[src/rtl/intr_entry_pkg.sv]
package intr_entry_pkg;

    localparam int AW      = 16;
    localparam int DW      = 8;
    localparam int COST_W  = 4;

    // status bit positions
    localparam int FLG_N = 7;
    localparam int FLG_V = 6;
    localparam int FLG_E = 5;
    localparam int FLG_B = 4;
    localparam int FLG_D = 3;
    localparam int FLG_I = 2;
    localparam int FLG_Z = 1;
    localparam int FLG_C = 0;

    localparam logic [DW-1:0] STAT_AT_RESET =
        DW'((1 << FLG_E) | (1 << FLG_B) | (1 << FLG_I) | (1 << FLG_Z));

    typedef enum logic [2:0] {
        ST_IDLE,
        ST_PUSH_HI,
        ST_PUSH_LO,
        ST_PUSH_ST,
        ST_VEC_LO,
        ST_VEC_HI,
        ST_VEC_END
    } seq_state_t;

    typedef enum logic [1:0] {
        SRC_RESET,
        SRC_IRQ,
        SRC_NMI
    } entry_src_t;

    function automatic logic [DW-1:0] stacked_status(input logic [DW-1:0] s);
        logic [DW-1:0] r;
        r        = s;
        r[FLG_B] = 1'b0;
        return r;
    endfunction

    function automatic logic [DW-1:0] entered_status(input logic [DW-1:0] s);
        logic [DW-1:0] r;
        r        = s;
        r[FLG_D] = 1'b0;
        r[FLG_I] = 1'b1;
        return r;
    endfunction

endpackage

[src/rtl/ies_arbiter.sv]
module ies_arbiter
    import intr_entry_pkg::*;
(
    input  logic       clk,
    input  logic       rst,
    input  logic       irq_line,
    input  logic       nmi_line,
    input  logic       pre_fetch,
    input  logic       post_insn,
    input  logic       ie_restored,
    input  logic       idle,
    input  logic       i_mask,
    output logic       start,
    output entry_src_t start_src
);

    logic irq_last, nmi_last;
    logic irq_pend, nmi_req;
    logic irq_rise, nmi_rise;
    logic boundary;
    logic take_nmi, take_irq;
    logic pend_nxt;

    assign irq_rise = irq_line & ~irq_last;
    assign nmi_rise = nmi_line & ~nmi_last;
    assign boundary = idle & (pre_fetch | post_insn);

    always_comb begin
        take_nmi = 1'b0;
        take_irq = 1'b0;
        pend_nxt = irq_pend;
        if (boundary) begin
            if (nmi_req) begin
                take_nmi = 1'b1;
            end else if (post_insn && ie_restored) begin
                pend_nxt = irq_line;
            end else if (irq_pend) begin
                pend_nxt = 1'b0;
                take_irq = ~i_mask;
            end
        end
        if (irq_rise) begin
            pend_nxt = 1'b1;
        end
    end

    always_ff @(posedge clk) begin
        if (rst) begin
            irq_last <= 1'b0;
            nmi_last <= 1'b0;
            irq_pend <= 1'b0;
            nmi_req  <= 1'b0;
        end else begin
            irq_last <= irq_line;
            nmi_last <= nmi_line;
            irq_pend <= pend_nxt;
            nmi_req  <= nmi_rise | (nmi_req & ~take_nmi);
        end
    end

    assign start     = take_nmi | take_irq;
    assign start_src = take_nmi ? SRC_NMI : SRC_IRQ;

endmodule

[src/rtl/ies_sequencer.sv]
module ies_sequencer
    import intr_entry_pkg::*;
#(
    parameter logic [AW-1:0] VEC_NMI    = 16'hFFFA,
    parameter logic [AW-1:0] VEC_RST    = 16'hFFFC,
    parameter logic [AW-1:0] VEC_IRQ    = 16'hFFFE,
    parameter logic [7:0]    STACK_PAGE = 8'h01,
    parameter int            ENTRY_COST = 7
) (
    input  logic              clk,
    input  logic              rst,
    input  logic              start,
    input  entry_src_t        start_src,
    input  logic              ld_pc,
    input  logic [AW-1:0]     pc_d,
    input  logic              ld_stat,
    input  logic [DW-1:0]     stat_d,
    output logic [AW-1:0]     mem_addr,
    output logic              mem_re,
    output logic              mem_we,
    output logic [DW-1:0]     mem_wdata,
    input  logic [DW-1:0]     mem_rdata,
    output logic [AW-1:0]     pc_q,
    output logic [AW-1:0]     sp_q,
    output logic [DW-1:0]     stat_q,
    output logic [DW-1:0]     z_q,
    output logic [DW-1:0]     b_q,
    output logic              busy,
    output logic              done,
    output logic [COST_W-1:0] cost
);

    localparam int SPL_W = AW - 8;

    seq_state_t      st;
    entry_src_t      src;
    logic [AW-1:0]   pc;
    logic [SPL_W-1:0] sp_lo;
    logic [DW-1:0]   stat, zr, br;
    logic [AW-1:0]   vec_base;
    logic            pushing;

    always_comb begin
        case (src)
            SRC_NMI: vec_base = VEC_NMI;
            SRC_IRQ: vec_base = VEC_IRQ;
            default: vec_base = VEC_RST;
        endcase
    end

    assign pushing = (st == ST_PUSH_HI) || (st == ST_PUSH_LO) || (st == ST_PUSH_ST);

    always_ff @(posedge clk) begin
        if (rst) begin
            st    <= ST_VEC_LO;
            src   <= SRC_RESET;
            pc    <= '0;
            sp_lo <= '1;
            stat  <= STAT_AT_RESET;
            zr    <= '0;
            br    <= '0;
        end else begin
            if (pushing) begin
                sp_lo <= sp_lo - 1'b1;
            end
            case (st)
                ST_IDLE: begin
                    if (start) begin
                        st  <= ST_PUSH_HI;
                        src <= start_src;
                    end else begin
                        if (ld_pc)   pc   <= pc_d;
                        if (ld_stat) stat <= stat_d;
                    end
                end
                ST_PUSH_HI: st <= ST_PUSH_LO;
                ST_PUSH_LO: st <= ST_PUSH_ST;
                ST_PUSH_ST: begin
                    stat <= entered_status(stat);
                    st   <= ST_VEC_LO;
                end
                ST_VEC_LO: st <= ST_VEC_HI;
                ST_VEC_HI: begin
                    pc[7:0] <= mem_rdata;
                    st      <= ST_VEC_END;
                end
                ST_VEC_END: begin
                    pc[AW-1:8] <= mem_rdata;
                    st         <= ST_IDLE;
                end
                default: st <= ST_IDLE;
            endcase
        end
    end

    always_comb begin
        mem_addr  = '0;
        mem_re    = 1'b0;
        mem_we    = pushing;
        mem_wdata = '0;
        case (st)
            ST_PUSH_HI: begin
                mem_addr  = {STACK_PAGE, sp_lo};
                mem_wdata = pc[AW-1:8];
            end
            ST_PUSH_LO: begin
                mem_addr  = {STACK_PAGE, sp_lo};
                mem_wdata = pc[7:0];
            end
            ST_PUSH_ST: begin
                mem_addr  = {STACK_PAGE, sp_lo};
                mem_wdata = stacked_status(stat);
            end
            ST_VEC_LO: begin
                mem_addr = vec_base;
                mem_re   = 1'b1;
            end
            ST_VEC_HI: begin
                mem_addr = vec_base + 1'b1;
                mem_re   = 1'b1;
            end
            default: ;
        endcase
    end

    assign pc_q   = pc;
    assign sp_q   = {STACK_PAGE, sp_lo};
    assign stat_q = stat;
    assign z_q    = zr;
    assign b_q    = br;
    assign busy   = (st != ST_IDLE);
    assign done   = (st == ST_VEC_END);
    assign cost   = (done && src != SRC_RESET) ? COST_W'(ENTRY_COST) : '0;

endmodule

[src/rtl/intr_entry_seq.sv]
module intr_entry_seq
    import intr_entry_pkg::*;
#(
    parameter logic [15:0] VEC_NMI    = 16'hFFFA,
    parameter logic [15:0] VEC_RST    = 16'hFFFC,
    parameter logic [15:0] VEC_IRQ    = 16'hFFFE,
    parameter logic [7:0]  STACK_PAGE = 8'h01,
    parameter int          ENTRY_COST = 7
) (
    input  logic        clk,
    input  logic        rst,
    input  logic        irq_line,
    input  logic        nmi_line,
    input  logic        pre_fetch,
    input  logic        post_insn,
    input  logic        ie_restored,
    input  logic        ld_pc,
    input  logic [15:0] pc_d,
    input  logic        ld_stat,
    input  logic [7:0]  stat_d,
    output logic [15:0] mem_addr,
    output logic        mem_re,
    output logic        mem_we,
    output logic [7:0]  mem_wdata,
    input  logic [7:0]  mem_rdata,
    output logic [15:0] pc_q,
    output logic [15:0] sp_q,
    output logic [7:0]  stat_q,
    output logic [7:0]  z_q,
    output logic [7:0]  b_q,
    output logic        busy,
    output logic        entry_done,
    output logic [3:0]  entry_cost
);

    logic       start;
    entry_src_t start_src;

    ies_arbiter u_arb (
        .clk         (clk),
        .rst         (rst),
        .irq_line    (irq_line),
        .nmi_line    (nmi_line),
        .pre_fetch   (pre_fetch),
        .post_insn   (post_insn),
        .ie_restored (ie_restored),
        .idle        (~busy),
        .i_mask      (stat_q[FLG_I]),
        .start       (start),
        .start_src   (start_src)
    );

    ies_sequencer #(
        .VEC_NMI    (VEC_NMI),
        .VEC_RST    (VEC_RST),
        .VEC_IRQ    (VEC_IRQ),
        .STACK_PAGE (STACK_PAGE),
        .ENTRY_COST (ENTRY_COST)
    ) u_seq (
        .clk       (clk),
        .rst       (rst),
        .start     (start),
        .start_src (start_src),
        .ld_pc     (ld_pc),
        .pc_d      (pc_d),
        .ld_stat   (ld_stat),
        .stat_d    (stat_d),
        .mem_addr  (mem_addr),
        .mem_re    (mem_re),
        .mem_we    (mem_we),
        .mem_wdata (mem_wdata),
        .mem_rdata (mem_rdata),
        .pc_q      (pc_q),
        .sp_q      (sp_q),
        .stat_q    (stat_q),
        .z_q       (z_q),
        .b_q       (b_q),
        .busy      (busy),
        .done      (entry_done),
        .cost      (entry_cost)
    );

endmodule

[config.mk]
export PLATFORM = sky130hd
export DESIGN_NAME = intr_entry_seq
export DESIGN_NICKNAME = d
export VERILOG_FILES = /design/src/rtl/intr_entry_pkg.sv /design/src/rtl/ies_arbiter.sv /design/src/rtl/ies_sequencer.sv /design/src/rtl/intr_entry_seq.sv
export SDC_FILE = /design/constraint.sdc
export NUM_CORES = 1
export LEC_CHECK = 0
export ABC_CLOCK_PERIOD_IN_PS = 2970
export BUFFER_PORTS_ARGS = -buffer_cell sky130_fd_sc_hd__clkbuf_2
export CAP_MARGIN = 20
export CORE_ASPECT_RATIO = 0.7
export CORE_UTILIZATION = 50
export DETAILED_ROUTE_END_ITERATION = 12
export PLACE_DENSITY = 0.86
export SYNTH_ARGS = -nofsm -noshare
export SYNTH_HDL_FRONTEND = slang
export SYNTH_SLANG_ARGS = --single-unit
export TNS_END_PERCENT = 30
[constraint.sdc]
create_clock -name clk -period 2.97 [get_ports clk]
set_input_delay 0.4455 -clock clk [delete_from_list [all_inputs] [get_ports clk]]
set_output_delay 0.4455 -clock clk [all_outputs]
set_load 0.1 [all_outputs]
Word-level counts from Yosys, hierarchy flattened
Cells that the tools add are included.

operators by class
  bitwise gates (word level) = 14
  reduce and logical (&&, ||, !) cells = 19
  add/sub/neg operators = 2
  muxes and demuxes = 25
  equality and inequality tests = 13

operator list
  cell                                                                number
  16-bit case mux with 3 select lines                                 1
  8-bit case mux with 2 select lines                                  3
  16-bit 2-to-1 mux                                                   2
  8-bit case mux with 3 select lines                                  1
  3-bit case mux with 6 select lines                                  1
  8-bit 2-to-1 mux                                                    2
  1-bit 2-to-1 mux                                                    11
  2-bit inequality test, second input constant                        5
  2-bit nonzero test                                                  5
  3-bit == test, second input constant                                3
  3-bit AND reduction                                                 3
  8-bit by 1-bit subtractor with 8-bit output, second input constant  1
  1-bit inverter                                                      7
  3-bit by 2-bit == test with 1-bit output, second input constant     2
  3-bit 2-to-1 mux                                                    2
  3-bit case mux with 2 select lines                                  1
  4-bit by 2-bit adder with 5-bit output, second input constant       1
  1-bit AND                                                           4
  2-bit AND reduction                                                 2
  4-bit AND reduction                                                 1
  3-bit by 1-bit == test with 1-bit output, second input constant     1
  3-bit logical NOT                                                   1
  1-bit OR                                                            3
  3-bit nonzero test                                                  1
  7 further kinds                                                     9

storage, ports and cells
  input bits = 41
  output and inout port bits = 88
  flip-flop bits (word level) = 41
  logic and storage cells = 84

Logic depth before layout (Yosys ltp)
Gate-level depths: netlist of run 1.

  depth after elaboration = 8
  gate-level depth with buffers = 6
  depth with buffers taken out = 5

Hierarchy
A second synthesis of run 1 with hierarchy kept.

second synthesis, totals
  cells, all modules = 298
  area, all modules = 2452.4 um2

modules (own cells, without submodules)
  module          times used  seq. area each (um2)  area an instance (um2)  cells an instance
  ies_sequencer   1           740.7                 2255.9                  275
  ies_arbiter     1           80.1                  192.7                   22
  intr_entry_seq  1           0.0                   3.8                     1

Worst setup path after synthesis of run 1
No wires, ideal clock.

  path kind = reg2out
  from = register u_seq.sp_lo[1]
  to = output port mem_addr[1]
  path buffers = 0
  arrival time = 3.257 ns
  slack = -0.733 ns
  data required time = 2.525 ns
  cell stages (with the launch flop) = 3
  cells stage by stage = dfxtp_1 -> inv_1 -> o21ai_0

on the way
  longest elaborated chain between the ends = 1

RTL lines
  element                              RTL line              source
  start, declared                      ies_sequencer.sv:38   logic [SPL_W-1:0] sp_lo;
  start signal, assigned               ies_sequencer.sv:64   sp_lo <= sp_lo - 1'b1;
  16-bit case mux with 3 select lines  ies_sequencer.sv:101  case (st)
  end, declared                        intr_entry_seq.sv:21  output logic [15:0] mem_addr,

Every way passes these cells.

Final worst setup path of run 1
  from = register u_seq.st[1]
  to = output port mem_addr[2]

on the way
  longest elaborated chain between the ends = 3
  elaborated cells between the ends (all ways) = 7
  classes of those cells = eq/ne (5); mux (1); reduce/logical (1)

RTL lines
  element                                                                                               RTL line              source
  start, declared                                                                                       ies_sequencer.sv:35   seq_state_t st;
  start signal, assigned                                                                                ies_sequencer.sv:55   st <= ST_VEC_LO;
  start signal, assigned                                                                                ies_sequencer.sv:69   st <= ST_PUSH_HI;
  start signal, assigned                                                                                ies_sequencer.sv:76   ST_PUSH_HI: st <= ST_PUSH_LO;
  3-bit by 2-bit == test with 1-bit output or 3-bit by 1-bit == test with 1-bit output (tied branches)  ies_sequencer.sv:101
  3-bit OR reduction (no line)                                                                          --
  16-bit case mux with 3 select lines *                                                                 ies_sequencer.sv:101

Every way passes the cells marked *; elsewhere a longest branch is shown, timed or not.

==> results of run 1 <==
[sequential cells by signal, summed over array words and instances (netlist names)]
| register | cells |
|---|---|
| u_arb.irq_last | 1 |
| u_arb.irq_pend | 1 |
| u_arb.nmi_last | 1 |
| u_arb.nmi_req | 1 |
| u_seq.pc_q | 16 |
| u_seq.sp_lo | 8 |
| u_seq.src | 2 |
| u_seq.st | 3 |
| u_seq.stat_q | 8 |
[critical path, stage by stage (launching register included)]
cell      delay (ns)
dfxtp_1         0.66
o21bai_1        0.28
inv_1           0.37
nand2_1         0.09
o21ai_1         0.08
clkbuf_2        0.48
[metrics by stage]
step	setup WS, ns	setup TNS, ns	cell area (sq um)	power [mW]
floorplan	-0.0743	-0.397	2740	1.58
global placement	0.632	0	3050	1.68
detailed placement	0.610	0	3050	1.69
CTS	0.240	0	3150	2.09
global route	0.0550	0	3150	2.16
finish	0.277	0	3150	2.08
[timing repair]
| item | CTS | global route |
|---|---|---|
| endpoints found under the hold margin | 0 | 0 |
| gates resized for setup | 0 | 1 |
| setup endpoints to repair | 0 | 3 |
[cell usage after synthesis, types with 4 or more instances]
cell type	instances	share of area
nor2b_1	20	0.047
nand3_1	9	0.017
mux2_2	23	0.098
nand2_1	30	0.042
buf_2	4	0.0075
mux2i_1	16	0.060
clkbuf_1	10	0.014
nand2b_1	13	0.031
dfxtp_1	41	0.31
a22oi_1	5	0.014
buf_4	36	0.10
o21ai_0	4	0.0075
nor2_1	35	0.050
inv_1	10	0.014
a21oi_1	18	0.034
[power by group]
part | internal (mW) | switching [mW]
clock network | 0.210 | 0.193
registers | 0.587 | 0.0486
logic | 0.191 | 0.852
[final cells by class]
cell class | count | area (sq um) | share of cell area
inverter | 11 | 41.3 | 0.0131
multi-input combinational | 239 | 1530 | 0.485
clock inverter | 1 | 5.00 | 0.00159
clock buffer | 7 | 96.3 | 0.0306
tap | 69 | 86.3 | 0.0274
sequential | 41 | 822 | 0.261
timing repair buffer | 107 | 573 | 0.182
[final timing paths]
kind / start / to / slack, ns / depth (start not counted)
hold reg to reg: u_arb.irq_pend$_SDFFE_PP0P_ / u_arb.irq_pend$_SDFFE_PP0P_ / 0.50 / 2
setup reg to reg: u_seq.st[2]$_SDFFE_PP1P_ / u_seq.pc_q[6]$_SDFFE_PP0P_ / 0.73 / 5
setup / recovery: u_seq.st[1]$_SDFFE_PP0P_ / mem_addr[2] / 0.28 / 5
hold / removal: stat_d[3] / u_seq.stat_q[3]$_SDFFE_PP0P_ / 0.39 / 3
[routing by layer]
| metal | share of wire | track usage |
|---|---|---|
| met5 | 0 | 0 |
| met4 | 0.0090 | 0.0714 |
| met3 | 0.078 | 0.0555 |
| met2 | 0.46 | 0.368 |
| met1 | 0.46 | 0.326 |
[cells by family after synthesis]
group	after synthesis
adder cells (fa/ha/maj)	3
AND/OR/NAND/NOR	124
multiplexers	39
other	2
AO/OA/AOI/OAI	44
XOR/XNOR	4
buffers and inverters	64
flip-flops	41
==> key figures, run 1 <==
Power
  – VDD IR max: roughly 0.31 mV
  – Leak: 1.55 nW
  – Pwr dens: roughly 660 mW/mm^2

Synth
  – Cells after synthesis: ~320
  – Synth Area in Compound Gates: 0.113
  – Simple-Gate Fraction of Synth Area: 0.241
  – Synthesized area: 0.00265 sq mm
  – Netlist cell types: 46
  – EDFF count, synth: 0
  – Post-synthesis mux area share: 0.158
  – Post-synthesis sequential area ratio: 0.309
  – Asr flop ratio synth: 0
  – Post-synthesis register bit count: a little over 40
  – Synthesized area per cell: slightly above 8 sq um
  – Main combinational cell family by area after synthesis: simple AND/OR/NAND/NOR gates
  – Post-Synth Adder-Cell Area: 0.0141
  – Warning count from the yosys run: 0
  – Post-synthesis xor/xnor area fraction: 0.0132
  – Main flop type after synthesis: dfxtp_1

STA
  – Max-slew violations: 0
  – Worst Hold Slack: 0.386 ns
  – Tmin final: about 2.7 ns
  – Worst slew margin: 0.421
  – Hold Fails Final Rpt: 0
  – Clock Skew: approximately 0.0053 ns
  – Highest clock rate: 0.371 GHz
  – Period utilization: 0.907
  – RSZ-0062 raised after global routing: no
  – Setup Viol. Count Final: 0
  – Worst Max-Slew Pin Slew: 0.869 ns

Floorplan
  – Rows: 21
  – Die height: roughly 63 microns
  – Core ar.: 0.00494 sq mm
  – Initial Utilization: 0.537
  – Die width: about 89 microns
  – IO Pins: about 130
  – Die area: around 0.0056 sq mm

Flow run
  – Max-cap violations: 0

Clocking
  – CTS tree: done
  – Clk pin slew, worst setup/hold paths: approximately 0.080 ns
  – Clock Sinks: 41
  – # hold bufs at CTS: 0
  – Deepest clock path buffer count: 2
  – # H-tree levels: 2
  – Worst-skew pair later-pin latency: slightly below 0.3 ns
  – Postcts setup bufs: 0
  – Root Driver: clkbuf_8
  – CTS buffer count: 5

Finish
  – Commonest non-fill, non-tap cells in the layout: clkbuf_2, dfxtp_1, nor2_1
  – Final Util: 0.638
  – Synth-to-layout area growth: 18.8%
  – Layout Nets: approximately 450
  – Layout cells sized above 1: 0.367
  – Fill cell count: roughly 440
  – Filler-free cell count of the finished design: 475
  – Ant diodes: 0
  – Leading cell type in the layout, fill and taps excluded: clkbuf_2

Detailed routing
  – DRT Pass-1 Iters: 4
  – DR vias/cell: roughly 5.0
  – Initial drt markers: 174
  – Detail Route Antenna Nets: 0
  – WL final: between 6 and 7 mm
  – Residual DRC count: 0
  – WL per Instance: about 14 microns
  – Via Count: ~2400

Critical path
  – WP data required: around 2.5 ns
  – CP Capture Type: primary output
  – Kind of critical path: reg -> out
  – Worst Path Max Fanout: 15
  – Startpoint types: flip-flop
  – Critical path arrival: ~2.3 ns

Run status
  – Outcome: finished clean

Hold path
  – HP Class: in -> reg

Placed design
  – IO Port Bufs: ~100
  – Placer Congestion: ~0.8
  – Detail Placement HPWL: approximately 4.8 mm
  – Cells after DPL: about 470

Global routing
  – Pin count of the biggest net entering global routing: 48
  – Number of global-route vias before repair: roughly 2100
  – Overflow after GRT: 0
  – Initial antenna violation count: 0
  – All-layer global routing usage: 0.237
  – First-pass GRT wire length: 10.1 mm
Power figures use the tool's default switching activity.
==> run 2: changes to the inputs <==
--- a/config.mk
+++ b/config.mk
@@ -8,9 +8,9 @@
 export ABC_CLOCK_PERIOD_IN_PS = 2970
 export BUFFER_PORTS_ARGS = -buffer_cell sky130_fd_sc_hd__clkbuf_2
 export CAP_MARGIN = 20
-export CORE_ASPECT_RATIO = 0.7
 export CORE_UTILIZATION = 50
 export DETAILED_ROUTE_END_ITERATION = 12
+export MAX_ROUTING_LAYER = met4
 export PLACE_DENSITY = 0.86
 export SYNTH_ARGS = -nofsm -noshare
 export SYNTH_HDL_FRONTEND = slang
==> key figures, run 2 (synthesis gave the netlist of run 1 again) <==
Critical path
  – WP data required: ~2.5 ns
  – CP peak stage delay: ~0.7 ns
  – CP Capture Type: primary output
  – Worst R2R Path Depth: 5
  – Worst Path Max Fanout: 16
  – Critical path arrival: between 2 and 2.5 ns
  – Reg2reg end: u_seq.pc_q[6]$_SDFFE_PP0P_
  – CP startpoint: u_seq.st[2]$_SDFFE_PP1P_
  – Critical path, cell by cell: o21bai_1, inv_1, clkbuf_2
  – Kind of critical path: reg -> out
  – FF-to-FF setup slack: 0.81 ns
  – Crit-path slowest cell: dfxtp_1
  – Startpoint types: flip-flop
  – Critical path endpoint: mem_we
  – Crit Reg-Reg Startpoint: u_seq.st[1]$_SDFFE_PP0P_

STA
  – Max-slew violations: 0
  – Worst Max-Slew Pin Slew: 0.837 ns
  – Clock Skew: just under 0.009 ns
  – Worst slew margin: 0.442
  – Hold Fails Final Rpt: 0
  – Tmin final: between 2 and 3 ns
  – Setup Viol. Count Final: 0
  – Highest clock rate: between 0.3 and 0.4 GHz
  – Period utilization: 0.883
  – RSZ-0062 raised after global routing: no

Finish
  – Register area: 821 sq um
  – Leading cell type in the layout, fill and taps excluded: clkbuf_2
  – Synth-to-layout area growth: 20.7%
  – Ant diodes: 0
  – Design area: between 0.003 and 0.004 sq mm
  – Commonest non-fill, non-tap cells in the layout: clkbuf_2, dfxtp_1, nor2_1
  – Layout Nets: 449
  – Layout cells sized above 1: 0.365
  – Area of the multi-input gates: roughly 0.0015 sq mm
  – Filler-free cell count of the finished design: 476
  – Fill cell count: ~430
  – Max FFs per register: 16

Floorplan
  – Core ar.: 0.00511 sq mm
  – Die area: approximately 0.0056 sq mm
  – IO Pins: between 100 and 150
  – Rows: 26
  – Die width: ~75 microns
  – Initial Utilization: 0.520
  – Die height: between 70 and 80 microns

Clocking
  – Clk pin slew, worst setup/hold paths: about 0.080 ns
  – CTS buffer count: 5
  – CTS tree: done
  – # hold bufs at CTS: 0
  – Deepest clock path buffer count: 2
  – Postcts setup bufs: 0
  – Clock Sinks: 41
  – Worst-skew pair later-pin latency: 0.30 ns
  – Root Driver: clkbuf_8
  – CTS resizes: 0
  – # H-tree levels: 2

Placed design
  – IO Port Bufs: between 100 and 150
  – Placer Congestion: about 0.81
  – Detail Placement HPWL: 4.73 mm
  – Cells after DPL: roughly 470
  – Placed Instance Area: ~0.003 sq mm

Global routing
  – All-layer global routing usage: 0.234
  – GR peak layer: met2
  – Number of global-route vias before repair: around 2100
  – Met3 usage: 0.0522
  – Pin count of the biggest net entering global routing: 48
  – GR met2 Demand/Resource: 0.398
  – Initial antenna violation count: 0
  – Global routing usage on met1: 0.278
  – Overflow after GRT: 0
  – First-pass GRT wire length: 9.58 mm

Detailed routing
  – WL per Instance: approximately 14 microns
  – Detail Route Antenna Nets: 0
  – DRT Pass-1 Iters: 4
  – WL final: 6.49 mm
  – DR vias/cell: between 5 and 6
  – Residual DRC count: 0
  – Initial drt markers: approximately 160
  – Via Count: 2430

Hold path
  – HP Class: in -> reg
  – WHS Path Cells: 3

Flow run
  – Max-cap violations: 0

Power
  – Leak: 1.57 nW
  – Pwr dens: around 680 mW/mm^2
  – VDD IR max: approximately 0.37 mV

Run status
  – Outcome: finished clean
run 2: cell count changes in the layout (fill, tap and decap cells not counted), sizes merged:
cell and change:
buf +3, bufinv +1, clkbuf -4, clkinv -1, clkinvlp +1
run 2: area by class of cell:
| type | count | share of cell area |
|---|---|---|
| clock buffer | 6 | 0.0258 |
| timing repair buffer | 107 | 0.189 |
| tap | 70 | 0.0273 |
| inverter | 11 | 0.0129 |
| sequential | 41 | 0.256 |
| multi-input combinational | 239 | 0.477 |
| clock inverter | 2 | 0.0117 |
run 2: metal layers:
layer,part of all wire,up-vias
met5,0,-
met4,0.0088,0
met3,0.061,6
met2,0.52,107
met1,0.41,1138
li1,-,1179
run 2: report_power, final:
group | internal, mW | switching [mW] | total (mW)
Sequential | 0.586 | 0.0468 | 0.633
Combinational | 0.209 | 0.859 | 1.07
Clock | 0.273 | 0.195 | 0.468
Total | 1.07 | 1.10 | 2.17
run 2: critical path, delay by kind of cell, from the launching register on:
kind            cells  cell delay, ns
flops               1            0.72
buf+inv             2            0.80
compound gates      1            0.35
run 2: stage by stage:
step	setup WS [ns]	utilization	setup TNS (ns)	power, mW	hold WS, ns
floorplan	-0.0743	-	-0.397	1.58	0.440
global placement	0.755	0.604	0	1.70	0.448
detailed placement	0.715	0.604	0	1.71	0.455
CTS	0.369	0.627	0	2.17	0.370
global route	0.204	0.627	0	2.25	0.389
finish	0.346	0.627	0	2.17	0.377
run 2: worst min-delay path by stage:
stage / from / endpoint / slack, ns
after floorplan: u_seq.src[0]$_SDFFE_PP0P_ / u_seq.src[0]$_SDFFE_PP0P_ / 0.44
after global placement: u_seq.src[0]$_SDFFE_PP0P_ / u_seq.src[0]$_SDFFE_PP0P_ / 0.45
after detailed placement: u_seq.src[0]$_SDFFE_PP0P_ / u_seq.src[0]$_SDFFE_PP0P_ / 0.45
after CTS: nmi_line / u_arb.nmi_last$_SDFF_PP0_ / 0.37
after global routing: nmi_line / u_arb.nmi_last$_SDFF_PP0_ / 0.39
final: stat_d[7] / u_seq.stat_q[7]$_SDFFE_PP0P_ / 0.38
